===== src/rtl/gl_pkg.sv =====
package gl_pkg;

  typedef struct packed {
    logic load;
    logic shift;
  } dpStrobe_t;

  typedef enum logic [2:0] {
    S_IDLE,
    S_LEAD,
    S_HIGH,
    S_LOW,
    S_TAIL,
    S_DROP
  } seqState_t;

endpackage


===== src/rtl/gl_datapath.sv =====
module gl_datapath
  import gl_pkg::*;
#(
  parameter int NUM_CHAN      = 16,
  parameter int GAIN_W        = 8,
  parameter int CHANS_PER_DEV = 2,
  parameter int CH_W          = $clog2(NUM_CHAN)
) (
  input  logic              clk,
  input  logic              rstN,
  input  logic              wrEn,
  input  logic [CH_W-1:0]   wrChan,
  input  logic [GAIN_W-1:0] wrGain,
  input  dpStrobe_t         strobe,
  output logic              serDat
);

  localparam int NUM_DEV  = NUM_CHAN / CHANS_PER_DEV;
  localparam int DEV_BITS = 1 + CHANS_PER_DEV * GAIN_W;
  localparam int TOTAL    = NUM_DEV * DEV_BITS;

  logic [GAIN_W-1:0] hostGain [NUM_CHAN];
  logic [TOTAL-1:0]  framed;
  logic [TOTAL-1:0]  streamReg;

  // Host bank: always writable; the stream works from its own snapshot.
  always_ff @(posedge clk) begin
    if (!rstN) begin
      for (int i = 0; i < NUM_CHAN; i++) hostGain[i] <= '0;
    end else if (wrEn) begin
      hostGain[wrChan] <= wrGain;
    end
  end

  // Arrange the bank in transmit order; the MSB of framed goes out first.
  for (genvar d = 0; d < NUM_DEV; d++) begin : g_dev
    assign framed[TOTAL-1-d*DEV_BITS] = 1'b0;
    for (genvar c = 0; c < CHANS_PER_DEV; c++) begin : g_chan
      for (genvar b = 0; b < GAIN_W; b++) begin : g_bit
        assign framed[TOTAL-1-(d*DEV_BITS+1+c*GAIN_W+b)] =
          hostGain[NUM_CHAN-1-(d*CHANS_PER_DEV+c)][GAIN_W-1-b];
      end
    end
  end

  always_ff @(posedge clk) begin
    if (!rstN) begin
      streamReg <= '0;
    end else if (strobe.load) begin
      streamReg <= framed;
    end else if (strobe.shift) begin
      streamReg <= {streamReg[TOTAL-2:0], 1'b0};
    end
  end

  assign serDat = streamReg[TOTAL-1];

endmodule


===== src/rtl/gl_sequencer.sv =====
module gl_sequencer
  import gl_pkg::*;
#(
  parameter int TOTAL     = 136,
  parameter int DEV_BITS  = 17,
  parameter int PHASE_CYC = 4
) (
  input  logic      clk,
  input  logic      rstN,
  input  logic      startReq,
  output dpStrobe_t strobe,
  output logic      seqEn,
  output logic      seqClk,
  output logic      stackBit,
  output logic      busy,
  output logic      done
);

  localparam int PH_W  = (PHASE_CYC > 1) ? $clog2(PHASE_CYC) : 1;
  localparam int BIT_W = $clog2(TOTAL);
  localparam int POS_W = $clog2(DEV_BITS);

  seqState_t        state;
  logic [PH_W-1:0]  phCnt;
  logic [BIT_W-1:0] bitCnt;
  logic [POS_W-1:0] posCnt;
  logic             phaseEnd;
  logic             lastBit;

  assign phaseEnd = (phCnt == PH_W'(PHASE_CYC - 1));
  assign lastBit  = (bitCnt == BIT_W'(TOTAL - 1));

  always_ff @(posedge clk) begin
    if (!rstN) begin
      state  <= S_IDLE;
      phCnt  <= '0;
      bitCnt <= '0;
      posCnt <= '0;
      done   <= 1'b0;
    end else begin
      done <= 1'b0;
      if (state == S_IDLE) begin
        phCnt <= '0;
        if (startReq) begin
          state  <= S_LEAD;
          bitCnt <= '0;
          posCnt <= '0;
        end
      end else begin
        phCnt <= phaseEnd ? '0 : phCnt + 1'b1;
        if (phaseEnd) begin
          case (state)
            S_LEAD: state <= S_HIGH;
            S_HIGH: begin
              if (lastBit) begin
                state <= S_TAIL;
              end else begin
                state  <= S_LOW;
                bitCnt <= bitCnt + 1'b1;
                posCnt <= (posCnt == POS_W'(DEV_BITS - 1)) ? '0 : posCnt + 1'b1;
              end
            end
            S_LOW:  state <= S_HIGH;
            S_TAIL: state <= S_DROP;
            S_DROP: begin
              state <= S_IDLE;
              done  <= 1'b1;
            end
            default: state <= S_IDLE;
          endcase
        end
      end
    end
  end

  always_comb begin
    strobe       = '0;
    strobe.load  = (state == S_IDLE) && startReq;
    strobe.shift = (state == S_HIGH) && phaseEnd && !lastBit;
  end

  assign seqClk   = (state == S_HIGH);
  assign seqEn    = (state == S_LEAD) || (state == S_HIGH) ||
                    (state == S_LOW)  || (state == S_TAIL);
  assign busy     = (state != S_IDLE);
  assign stackBit = (posCnt == '0);

  p_done_one_cycle_r9: assert property (@(posedge clk) disable iff (!rstN)
    done |=> !done);

  p_start_busy_r7: assert property (@(posedge clk) disable iff (!rstN)
    (startReq && !busy) |=> busy);

  p_en_fall_last_r6: assert property (@(posedge clk) disable iff (!rstN)
    $fell(seqEn) |-> lastBit);

endmodule


===== src/rtl/gain_chain_loader.sv =====
module gain_chain_loader
  import gl_pkg::*;
#(
  parameter int NUM_CHAN      = 16,
  parameter int GAIN_W        = 8,
  parameter int CHANS_PER_DEV = 2,
  parameter int PHASE_CYC     = 4,
  parameter int CH_W          = $clog2(NUM_CHAN)
) (
  input  logic              clk,
  input  logic              rstN,
  input  logic              wrEn,
  input  logic [CH_W-1:0]   wrChan,
  input  logic [GAIN_W-1:0] wrGain,
  input  logic              start,
  input  logic              bangMode,
  input  logic              bangWr,
  input  logic [2:0]        bangData,
  output logic              potEn,
  output logic              potClk,
  output logic              potDat,
  output logic              busy,
  output logic              done
);

  localparam int NUM_DEV  = NUM_CHAN / CHANS_PER_DEV;
  localparam int DEV_BITS = 1 + CHANS_PER_DEV * GAIN_W;
  localparam int TOTAL    = NUM_DEV * DEV_BITS;

  dpStrobe_t  strobe;
  logic       seqEn, seqClk, seqDat, stackBit, startReq;
  logic [2:0] bangReg;

  assign startReq = start && !bangMode;

  always_ff @(posedge clk) begin
    if (!rstN)       bangReg <= '0;
    else if (bangWr) bangReg <= bangData;
  end

  gl_sequencer #(
    .TOTAL(TOTAL), .DEV_BITS(DEV_BITS), .PHASE_CYC(PHASE_CYC)
  ) u_seq (
    .clk(clk), .rstN(rstN), .startReq(startReq), .strobe(strobe),
    .seqEn(seqEn), .seqClk(seqClk), .stackBit(stackBit),
    .busy(busy), .done(done)
  );

  gl_datapath #(
    .NUM_CHAN(NUM_CHAN), .GAIN_W(GAIN_W), .CHANS_PER_DEV(CHANS_PER_DEV), .CH_W(CH_W)
  ) u_dp (
    .clk(clk), .rstN(rstN), .wrEn(wrEn), .wrChan(wrChan), .wrGain(wrGain),
    .strobe(strobe), .serDat(seqDat)
  );

  assign potEn  = bangMode ? bangReg[2] : seqEn;
  assign potClk = bangMode ? bangReg[1] : seqClk;
  assign potDat = bangMode ? bangReg[0] : seqDat;

  p_dat_stable_high_r5: assert property (@(posedge clk) disable iff (!rstN)
    (seqClk && $past(seqClk)) |-> $stable(seqDat));

  p_dat_setup_r5: assert property (@(posedge clk) disable iff (!rstN)
    $rose(seqClk) |-> $stable(seqDat));

  p_stack_zero_r3: assert property (@(posedge clk) disable iff (!rstN)
    (seqClk && stackBit) |-> !seqDat);

endmodule


===== config.mk =====
export PLATFORM = sky130hd
export DESIGN_NAME = gain_chain_loader
export DESIGN_NICKNAME = d
export VERILOG_FILES = /design/src/rtl/gl_pkg.sv /design/src/rtl/gl_datapath.sv /design/src/rtl/gl_sequencer.sv /design/src/rtl/gain_chain_loader.sv
export SDC_FILE = /design/constraint.sdc
export NUM_CORES = 1
export LEC_CHECK = 0
export ABC_AREA = 1
export BUFFER_PORTS_ARGS = -buffer_cell sky130_fd_sc_hd__buf_4
export CAP_MARGIN = 0
export CORE_MARGIN = 3
export CORE_UTILIZATION = 45
export CTS_CLUSTER_SIZE = 14
export DETAILED_ROUTE_END_ITERATION = 8
export PLACE_DENSITY = 0.7
export SLEW_MARGIN = 20
export SYNTH_ARGS = -nofsm -noshare
export SYNTH_HDL_FRONTEND = slang
export SYNTH_HIERARCHICAL = 1
export SYNTH_SLANG_ARGS = --single-unit

===== constraint.sdc =====
create_clock -name clk -period 2.2 [get_ports clk]
set_clock_uncertainty 0.05 [all_clocks]
set_input_delay 0.55 -clock clk [delete_from_list [all_inputs] [get_ports clk]]
set_output_delay 0.55 -clock clk [all_outputs]
set_load 0.02 [all_outputs]

==> metrics <==
hold path depth 3; Max Cap Viol 0; Post-Syn Instances about 1500; placed wire-length estimate 15500 um; hold_sp bangWr; commonest non-fill, non-tap cell in the layout nand2_1; Core Region between 20000 and 30000 um2; Die Y roughly 170 um; via/cell ratio 5.09; crit share post-route 95.4%; RSZ-0062 raised after global routing false; Clock Path Buffers 3; Mapped Nets 1498; Critical Path AT around 1.5 ns; Util after Layout about half; CP startpoint kind flop; vias in the first global route between 8000 and 9000; Routed WL between 20000 and 30000 um; clk_lat worst skew approximately 0.53 ns; drt wl/cell 14.5 um; first-pass GRT wire length 43500 um; most frequent cells in the layout nand2_1, nand3_1, inv_1, dfxtp_1, nor2_1; Yosys warnings 6; Netlist Area Pre-Place between 10000 and 15000 um2; cts bufs inserted 28; CP startpoint u_seq/state[2]$_SDFFE_PN0P_; port bufs 25; RR Startpoint u_seq/bitCnt[1]$_SDFFE_PN0P_; diode count 0; crit path buf inv count 4; die span in x between 150 and 200 um; Vias between 9000 and 10000; die area slightly below 30000 um2; Power Dens Cells 860 nW/um2; # clock sinks approximately 280; Final Max Tran Viols 0; pin count of the biggest net entering global routing 84; worst path cell trace inv_2 > nand3_1 > inv_1 > inv_1 > o21ai_1 > buf_4; critical path's top delay family buffers and inverters; worst-path fanout max 4; clock root buffer clkbuf_16; num rows 59; Final Hold Viols 0; measured slew at the worst slew-check pin between 0.4 and 0.5 ns; CTS Hold Buffers Added 0; critical path endpoint category output port; ANT nets after route 0; WHS around 0.24 ns; DR iter-0 viols 874; drt first pass iters 5; worst r2r path cells 12; grt ovf 0; Worst R2R Setup Slack approximately 0.17 ns; initial antenna violation count 0; Clk pin slew, worst setup/hold paths 0.06 ns; GPL Wtd Cong between 0.7 and 0.8; leakage power approximately 0.0065 uW; min cycle time layout about 2.1 ns; slowest stage cell, crit path dfxtp_1; I/O pin cnt 26; placed cell area around 13000 um2; CTS tree yes; fmax 477 MHz; Slew headroom slightly below 70%; Crit path top cell by count inv_1; Initial Util between 40 and 50%; All-Layer GR Usage between 10% and 20%; critical path depth 6; detailed-route DRC error count 0; CP peak stage delay roughly 0.35 ns; class of the tightest hold or removal check in2reg; critical path class reg2out; Mapped Avg Cell Area 8.20 um2; Area Overhead vs Synth 12.5%; final net count 1505; CP required 1.60 ns; Worst VDD drop about 0.0005 V; fin area between 10000 and 15000 um2; Post-Route Setup TNS 0 ns; outcome completed; share of post-route cells with drive strength above 1 under 10%; Final setup viols 0; H-tree lvl count 1
==> area by class of cell <==
cell class	instances	area, um2
inverter	165	628
sequential	281	6910
clock inverter	12	188
timing repair buffer	61	533
tap	335	419
clock buffer	38	800
fill	2406	12600
multi-input combinational	945	4130
==> tightest hold or removal path, stage by stage <==
cell	delay (ns)
buf_4	0.11
nor2_1	0.04
nor2_1	0.08
==> where the power goes <==
part	leakage, uW	internal (uW)	switching, uW
combinational	0.00352	247	564
sequential	0.00247	5720	103
clock	0.000486	3120	1950
==> registers in the layout, summed over array words and instances, names as in the netlist <==
signal	count
u_seq/state	3
u_dp/hostGain	128
u_dp/streamReg	136
u_seq/bitCnt	8
bangReg	3
u_seq/phCnt	2
u_seq/done	1
==> timing repair <==
item | CTS | global route
setup buffers | 0 | 0
gates resized for setup | 0 | 6
endpoints found under the setup margin | 0 | 21
==> per-stage QoR <==
stage | setup WS (ns) | cells | total power [uW]
6_report | 0.102 | 1837 | 11700
4_1_cts | 0.0340 | 1837 | 11800
5_1_grt | 0.00571 | 1837 | 12100
2_1_floorplan | 0.402 | 1475 | 6480
3_3_place_gp | 0.190 | 1787 | 6710
3_5_place_dp | 0.162 | 1787 | 6740
==> path summary, 6_finish.rpt <==
check	to
worst min-delay path	bangReg[2]$_SDFFE_PN0P_
worst max-delay path	potClk
worst min register to register	u_seq/phCnt[0]$_SDFF_PP0_
worst max register to register	u_dp/streamReg[77]$_SDFFE_PN0P_
==> per-layer routing <==
layer,global-route usage [%],wire length [um],share of wire [%],vias up
met2,30.4,12400,46,276
met5,0,0,0,-
met4,6.21,921,3.5,0
li1,-,-,-,4663
met3,2.37,1580,5.9,63
met1,25.0,11800,44,4341
No activity file was read; power rests on OpenSTA's default activity.
